### src/rtl/audio_tx_pkg.sv
package audio_tx_pkg;

  // bit clock divide ratio for a divide code
  function automatic int unsigned div_ratio(input logic [3:0] code);
    if (code == 4'd0)       return 1;
    else if (code <= 4'd7)  return 1 << code;
    else if (code <= 4'd12) return 3 << (code - 4'd7);
    else                    return 1;
  endfunction

  // data width in bits for a data width code
  function automatic int unsigned data_bits(input logic [2:0] code);
    case (code)
      3'd0:    return 8;
      3'd1:    return 16;
      3'd2:    return 18;
      3'd3:    return 20;
      3'd4:    return 22;
      3'd5:    return 24;
      default: return 32;
    endcase
  endfunction

  // slot width in bit periods for a slot code
  function automatic int unsigned slot_bits(input logic [2:0] code);
    case (code)
      3'd0:    return 8;
      3'd1:    return 16;
      3'd2:    return 24;
      3'd3:    return 32;
      3'd4:    return 48;
      3'd5:    return 64;
      3'd6:    return 128;
      default: return 256;
    endcase
  endfunction

  // free entries needed to raise the refill request
  function automatic int unsigned free_needed(input logic [1:0] code);
    case (code)
      2'd0:    return 7;
      2'd1:    return 6;
      2'd2:    return 4;
      default: return 2;
    endcase
  endfunction

endpackage

### src/rtl/audio_tx_fifo.sv
module audio_tx_fifo #(
  parameter  int WIDTH = 32,
  parameter  int DEPTH = 8,
  localparam int CW    = $clog2(DEPTH + 1)
) (
  input  logic             clk,
  input  logic             rst,
  input  logic             push,
  input  logic [WIDTH-1:0] push_data,
  input  logic             pop,
  input  logic [CW-1:0]    free_thr,
  output logic [WIDTH-1:0] rd_data,
  output logic             empty,
  output logic             full_q,
  output logic             req_q
);
  localparam int AW = (DEPTH > 1) ? $clog2(DEPTH) : 1;
  localparam logic [CW-1:0] DEPTH_C = CW'(DEPTH);
  localparam logic [AW-1:0] LAST_P  = AW'(DEPTH - 1);

  logic [WIDTH-1:0] mem [DEPTH];
  logic [AW-1:0]    wr_ptr, rd_ptr;
  logic [CW-1:0]    count, count_n;
  logic             push_ok;

  assign push_ok = push && (count != DEPTH_C);
  assign empty   = (count == '0);
  assign rd_data = mem[rd_ptr];

  always_comb begin
    count_n = count + CW'(push_ok) - CW'(pop);
  end

  // storage written without reset so it maps to RAM
  always_ff @(posedge clk) begin
    if (push_ok) mem[wr_ptr] <= push_data;
  end

  always_ff @(posedge clk) begin
    if (rst) begin
      wr_ptr <= '0;
      rd_ptr <= '0;
      count  <= '0;
      full_q <= 1'b0;
      req_q  <= 1'b1;
    end else begin
      if (push_ok) wr_ptr <= (wr_ptr == LAST_P) ? '0 : wr_ptr + 1'b1;
      if (pop)     rd_ptr <= (rd_ptr == LAST_P) ? '0 : rd_ptr + 1'b1;
      count  <= count_n;
      full_q <= (count_n == DEPTH_C);
      req_q  <= ((DEPTH_C - count_n) >= free_thr);
    end
  end
endmodule

### src/rtl/audio_tx_bitclk.sv
module audio_tx_bitclk #(
  parameter int RATIO_W = 8
) (
  input  logic               clk,
  input  logic               rst,
  input  logic               run,
  input  logic               launch_rise,
  input  logic [RATIO_W-1:0] ratio,
  output logic               launch,
  output logic               fresh,
  output logic               sck_o
);
  localparam int PH_W = RATIO_W + 1;

  logic [PH_W-1:0] phase, half_last, full_last;
  logic            running, mid;

  assign half_last = {1'b0, ratio} - 1'b1;
  assign full_last = {ratio, 1'b0} - 1'b1;
  assign fresh     = ~running;
  assign launch    = run & (~running | (phase == full_last));
  assign mid       = run & running & (phase == half_last);

  always_ff @(posedge clk) begin
    if (rst || !run) begin
      running <= 1'b0;
      phase   <= '0;
      sck_o   <= ~launch_rise;
    end else begin
      running <= 1'b1;
      if (launch) begin
        phase <= '0;
        sck_o <= launch_rise;
      end else begin
        phase <= phase + 1'b1;
        if (mid) sck_o <= ~launch_rise;
      end
    end
  end
endmodule

### src/rtl/audio_tx_framer.sv
module audio_tx_framer #(
  parameter int WORD_W = 32,
  parameter int LEN_W  = 9,
  parameter int DL_W   = 6,
  parameter int CH_W   = 3,
  parameter int SL_W   = 4
) (
  input  logic              clk,
  input  logic              rst,
  input  logic              run,
  input  logic              launch,
  input  logic              fresh,
  input  logic              enable,
  input  logic              first_high,
  input  logic [DL_W-1:0]   dwl,
  input  logic [LEN_W-1:0]  swl,
  input  logic [CH_W-1:0]   chans,
  input  logic              fifo_empty,
  input  logic [WORD_W-1:0] fifo_data,
  output logic              pop,
  output logic              ws_o,
  output logic              sd_o,
  output logic              uf_o
);
  logic [LEN_W-1:0]  k, k_n, k_last;
  logic [SL_W-1:0]   s, s_n, s_a, s_last;
  logic              xmit, xmit_n, load, ws_n;
  logic [WORD_W-1:0] sh, word_n, aligned;
  logic [DL_W-1:0]   shamt;

  assign k_last = swl - 1'b1;
  assign s_last = SL_W'({chans, 1'b0}) - 1'b1;
  assign shamt  = DL_W'(WORD_W) - dwl;

  always_comb begin
    // position of the bit period about to start
    if (fresh) begin
      k_n = '0;
      s_n = '0;
    end else if (k == k_last) begin
      k_n = '0;
      s_n = (s == s_last) ? '0 : s + 1'b1;
    end else begin
      k_n = k + 1'b1;
      s_n = s;
    end
    // word-select follows the slot of the period after it
    if (k_n == k_last) s_a = (s_n == s_last) ? '0 : s_n + 1'b1;
    else               s_a = s_n;
    ws_n    = first_high ^ (s_a >= SL_W'(chans));
    load    = launch && (k_n == '0);
    xmit_n  = ((k_n == '0) && (s_n == '0)) ? enable : xmit;
    pop     = load && xmit_n && !fifo_empty;
    word_n  = (xmit_n && !fifo_empty) ? fifo_data : '0;
    aligned = word_n << shamt;
  end

  always_ff @(posedge clk) begin
    if (rst) begin
      k <= '0; s <= '0; xmit <= 1'b0; sh <= '0;
      ws_o <= first_high; sd_o <= 1'b0; uf_o <= 1'b0;
    end else if (!run) begin
      k <= '0; s <= '0; xmit <= 1'b0; sh <= '0;
      ws_o <= first_high; sd_o <= 1'b0;
    end else if (launch) begin
      k    <= k_n;
      s    <= s_n;
      xmit <= xmit_n;
      ws_o <= ws_n;
      if (load) begin
        sd_o <= aligned[WORD_W-1];
        sh   <= aligned << 1;
        if (xmit_n && fifo_empty) uf_o <= 1'b1;
      end else begin
        sd_o <= sh[WORD_W-1];
        sh   <= sh << 1;
      end
    end
  end
endmodule

### src/rtl/audio_tx_port.sv
module audio_tx_port
  import audio_tx_pkg::*;
#(
  parameter int WORD_W     = 32,
  parameter int FIFO_DEPTH = 8,
  parameter int MAX_RATIO  = 128,
  parameter int MAX_SLOT   = 256,
  parameter int MAX_CHANS  = 4
) (
  input  logic              clk,
  input  logic              rst,
  input  logic              tx_enable,
  input  logic              clk_keepalive,
  input  logic [2:0]        dwl_sel,
  input  logic [2:0]        slot_sel,
  input  logic [1:0]        chan_sel,
  input  logic [3:0]        div_sel,
  input  logic              sck_launch_rise,
  input  logic              ws_first_high,
  input  logic [1:0]        req_sel,
  input  logic              push_valid,
  input  logic [WORD_W-1:0] push_data,
  output logic              fifo_full,
  output logic              fifo_req,
  output logic              sck_o,
  output logic              ws_o,
  output logic              sd_o,
  output logic              underflow
);
  localparam int RATIO_W = $clog2(MAX_RATIO + 1);
  localparam int LEN_W   = $clog2(MAX_SLOT + 1);
  localparam int DL_W    = $clog2(WORD_W + 1);
  localparam int CH_W    = $clog2(MAX_CHANS + 1);
  localparam int SL_W    = $clog2(2 * MAX_CHANS + 1);
  localparam int CW      = $clog2(FIFO_DEPTH + 1);

  logic              run, launch, fresh, pop, fifo_empty;
  logic [WORD_W-1:0] fifo_data;
  logic [RATIO_W-1:0] ratio;
  logic [DL_W-1:0]   dwl;
  logic [LEN_W-1:0]  swl;
  logic [CH_W-1:0]   chans;
  logic [CW-1:0]     free_thr;

  assign run      = tx_enable | clk_keepalive;
  assign ratio    = RATIO_W'(div_ratio(div_sel));
  assign dwl      = DL_W'(data_bits(dwl_sel));
  assign swl      = LEN_W'(slot_bits(slot_sel));
  assign chans    = CH_W'(chan_sel) + 1'b1;
  assign free_thr = CW'(free_needed(req_sel));

  audio_tx_fifo #(.WIDTH(WORD_W), .DEPTH(FIFO_DEPTH)) u_fifo (
    .clk(clk), .rst(rst), .push(push_valid), .push_data(push_data),
    .pop(pop), .free_thr(free_thr), .rd_data(fifo_data),
    .empty(fifo_empty), .full_q(fifo_full), .req_q(fifo_req)
  );

  audio_tx_bitclk #(.RATIO_W(RATIO_W)) u_bitclk (
    .clk(clk), .rst(rst), .run(run), .launch_rise(sck_launch_rise),
    .ratio(ratio), .launch(launch), .fresh(fresh), .sck_o(sck_o)
  );

  audio_tx_framer #(
    .WORD_W(WORD_W), .LEN_W(LEN_W), .DL_W(DL_W), .CH_W(CH_W), .SL_W(SL_W)
  ) u_framer (
    .clk(clk), .rst(rst), .run(run), .launch(launch), .fresh(fresh),
    .enable(tx_enable), .first_high(ws_first_high), .dwl(dwl), .swl(swl),
    .chans(chans), .fifo_empty(fifo_empty), .fifo_data(fifo_data),
    .pop(pop), .ws_o(ws_o), .sd_o(sd_o), .uf_o(underflow)
  );
endmodule

### config.mk
export PLATFORM = sky130hd
export DESIGN_NAME = audio_tx_port
export DESIGN_NICKNAME = d
export VERILOG_FILES = /design/src/rtl/audio_tx_pkg.sv /design/src/rtl/audio_tx_fifo.sv /design/src/rtl/audio_tx_bitclk.sv /design/src/rtl/audio_tx_framer.sv /design/src/rtl/audio_tx_port.sv
export SDC_FILE = /design/constraint.sdc
export NUM_CORES = 1
export LEC_CHECK = 0
export BUFFER_PORTS_ARGS = -buffer_cell sky130_fd_sc_hd__buf_4
export CORE_MARGIN = 3
export CORE_UTILIZATION = 65
export CTS_CLUSTER_SIZE = 8
export DETAILED_ROUTE_END_ITERATION = 16
export HOLD_SLACK_MARGIN = 0.15
export PLACE_DENSITY = 0.82
export SYNTH_ARGS = -nofsm -noshare
export SYNTH_HDL_FRONTEND = slang
export SYNTH_SLANG_ARGS = --single-unit
export TNS_END_PERCENT = 10
### constraint.sdc
create_clock -name clk -period 13.4 [get_ports clk]
set_input_delay 1.34 -clock clk [delete_from_list [all_inputs] [get_ports clk]]
set_output_delay 1.34 -clock clk [all_outputs]
set_load 0.005 [all_outputs]
==> results.json <==
{
  "run_status": "complete, no violations",
  "startpoint_type": "primary input",
  "synth_most_common_cell": "edfxtp_1",
  "synth_top_family_by_area": "multiplexers",
  "power_frac_clock_pct": 38.5,
  "power.total_mw": 2.75,
  "place_ws_ps": 6400,
  "clk_pin_slew_ps": 50,
  "p_leak_nw": 6.16,
  "synth.net_count": 1261,
  "cp.depth": 25,
  "yosysWarnings": 0,
  "timing.rr.start": "u_framer.k[0]",
  "synthAdderAreaFrac_pct": 2.79,
  "cts_resized": 0,
  "syn_area_per_cell_um2": 13.6,
  "holdWs_ps": 462,
  "syn_area_mm2": 0.0160,
  "synthCells": 1173,
  "r2r_slack_ps": 7680,
  "htree_num_levels": 2,
  "worstPathRequired_ps": 13820,
  "reg2regPathDepth": 22,
  "dr.pass1.iters": 8,
  "start_util_pct": 67.1,
  "clockBufferDepth": 3,
  "crit_path_start": "div_sel[0]",
  "synthXorXnorAreaFrac_pct": 4.01,
  "sequentialPowerShare_pct": 43.4,
  "synth_area_leaders": "edfxtp_1 (48%), mux4_2 (12%), dfxtp_1 (9.0%), ha_1 (2.7%), nor2_1 (2.2%)",
  "peakVddDrop_v": 0.000159,
  "p_comb_share_pct": 18.1,
  "worst_path_max_delay_cell": "buf_4",
  "core_area_mm2": 0.0238,
  "cts_root_buffer": "clkbuf_16",
  "fin_skew_ps": 26.5,
  "die_w_um": 163,
  "grt_overflow": 0,
  "grt_usage_pct": 28.3,
  "ioPinCount": 59,
  "die_height_um": 163,
  "synth_area_leader_cell": "edfxtp_1",
  "numPortBuffers": 58,
  "via_per_inst": 6.65,
  "synth_cell_type_count": 84,
  "crit_family": "adder cells",
  "holdBufCountCts": 0,
  "drc_errors": 0,
  "power_density_mw_per_mm2": 153,
  "crit_top_cell": "ha_1",
  "yosysSeqAreaShare_pct": 57.5,
  "maxCapViolations": 0,
  "grt_max_degree": 65,
  "hp-class": "register to register",
  "cts_tree": "built",
  "wl_mm": 36.9,
  "setup_tns_ps": 0,
  "max_freq_mhz": 155,
  "place_hpwl_mm": 21.2,
  "p_sw_share_pct": 26.7,
  "crit_type": "primary input to register",
  "nets": 1308,
  "synth_common_cells": "edfxtp_1 (258), nor2_1 (94), mux4_2 (85), nand2_1 (79), dfxtp_1 (72)",
  "num_vias": 10300,
  "ys_ff_latch": 330,
  "synthFlopType": "edfxtp_1",
  "antenna_found_initial": 0,
  "synth-edff-count": 258,
  "fin_crit_sh_pct": 48.1,
  "p_switching_mw": 0.733,
  "layout-drive-gt1-share_pct": 20.9,
  "cp_max_fo": 60,
  "rows": 56,
  "r2r_end": "u_fifo.req_q",
  "die_area_mm2": 0.0265,
  "synth_compound_area_share_pct": 8.96,
  "muxShareOfSynthArea_pct": 14.7,
  "final_max_slew_viol_count": 0,
  "cp-end-kind": "register",
  "p_int_mw": 2.02,
  "n_antenna_cell": 0,
  "cts_num_sinks": 330,
  "max_stage_delay_ps": 500,
  "setup_slack_ps": 6960,
  "gp_congestion": 0.915,
  "period_needed_ps": 6440,
  "yosys.area_share.simple_pct": 9.04,
  "drt_iter0_markers": 1072,
  "route.antenna.remaining_nets": 0,
  "numCtsBuffers": 47,
  "post_cts_buffers": 0,
  "yosys.area.top_type_share_pct": 48.5,
  "grt_pass1_wl_mm": 57.7,
  "hold_viol": 0,
  "async_reset_ff_share_pct": 0,
  "slew_headroom_pct": 19.7,
  "area_growth_syn_to_layout_pct": 12.4,
  "setup_viol": 0,
  "path_buf_inv": 6,
  "routedWlPerCell_um": 23.8,
  "grt_pass1_vias": 10200,
  "clk_latency_ps": 560,
  "tightest_slew_ps": 1200,
  "rsz0062_at_grt": "no",
  "cp-endpoint": "u_fifo.req_q",
  "worstPathArrival_ps": 6860
}
-- worst min path at each step --
stage,startpoint,end,slack [ps],cells after the start
after detailed placement,u_framer.sh[1],u_framer.sh[1],450,2
after floorplan,u_framer.sh[5],u_framer.sh[6],430,2
after global placement,u_framer.sh[5],u_framer.sh[6],440,2
final,u_framer.sh[1],u_framer.sh[1],460,2
after CTS,u_framer.sh[1],u_framer.sh[1],460,2
after global routing,u_framer.sh[1],u_framer.sh[1],480,2
-- layout make-up --
class / count / area (µm²)
Inverter: 33 / 124
Tap cell: 319 / 399
Timing Repair Buffer: 74 / 556
Multi-Input combinational cell: 734 / 6380
Clock buffer: 61 / 1250
Fill cell: 1411 / 5870
Clock inverter: 3 / 57.6
Sequential cell: 330 / 9200
-- flip-flops by register name, indices dropped and copies added (netlist names), named ones only --
signal and count:
u_fifo.wr_ptr 3, u_framer.s 4, u_fifo.mem 256, u_fifo.rd_ptr 3, u_bitclk.phase 9, u_bitclk.running 1
u_framer.ws_o 1, u_framer.sd_o 1, u_framer.k 9, u_framer.uf_o 1, u_framer.sh 31, u_fifo.full_q 1
u_bitclk.sck_o 1, u_fifo.count 4, u_fifo.req_q 1, u_framer.xmit 1
-- metrics by stage --
stage               cell area, µm²  utilization (%)  cells
floorplan                    16000                -   1173
global placement             16600             69.9   1490
detailed placement           16600             69.9   1490
CTS                          18000             75.4   1554
global route                 18000             75.4   1554
finish                       18000             75.4   1554
-- worst min-delay path, stage by stage (launching register included) --
cell and delay, ps:
dfxtp_1 310, nand2_1 50, a21oi_1 50
-- logic make-up (layout without fill, tap and decap cells) --
kind of cell	Yosys count	in the layout
flip-flops	330	330
adder cells (fa/ha/maj)	35	35
AO/OA/AOI/OAI	212	212
multiplexers	127	127
XOR/XNOR	64	64
buffers and inverters	109	171
AND/OR/NAND/NOR	296	296
-- power groups by stage --
| stage | sequential, mW | clock [mW] | combinational, mW |
|---|---|---|---|
| after floorplan | 1.20 | 0 | 0.359 |
| after global placement | 1.21 | 0 | 0.467 |
| after detailed placement | 1.21 | 0 | 0.481 |
| after CTS | 1.19 | 1.07 | 0.493 |
| after global routing | 1.20 | 1.11 | 0.540 |
| final | 1.19 | 1.06 | 0.498 |
-- routing by layer --
metal	track usage [%]	wire, µm	vias up
li1	-	-	4592
met1	37.6	14400	5107
met2	46.9	18400	525
met3	4.91	2650	112
met4	11.5	1420	0
met5	0	0	-
-- placed cells by master (no fill, tap or decap), types with 10 or more instances in the layout --
master and n:
a21oi_1 54, a31oi_1 21, buf_4 74, clkbuf_1 13
clkbuf_16 48, dfxtp_1 69, edfxtp_1 258, ha_1 34
inv_1 32, mux2i_1 32, mux4_2 85, nand2_1 79
nand2b_1 10, nand3_1 18, nand4_1 13, nor2_1 91
nor2b_1 12, nor3_1 15, o21ai_0 52, xnor2_1 30
xor2_1 26
No activity file was read; power rests on OpenSTA's default activity.
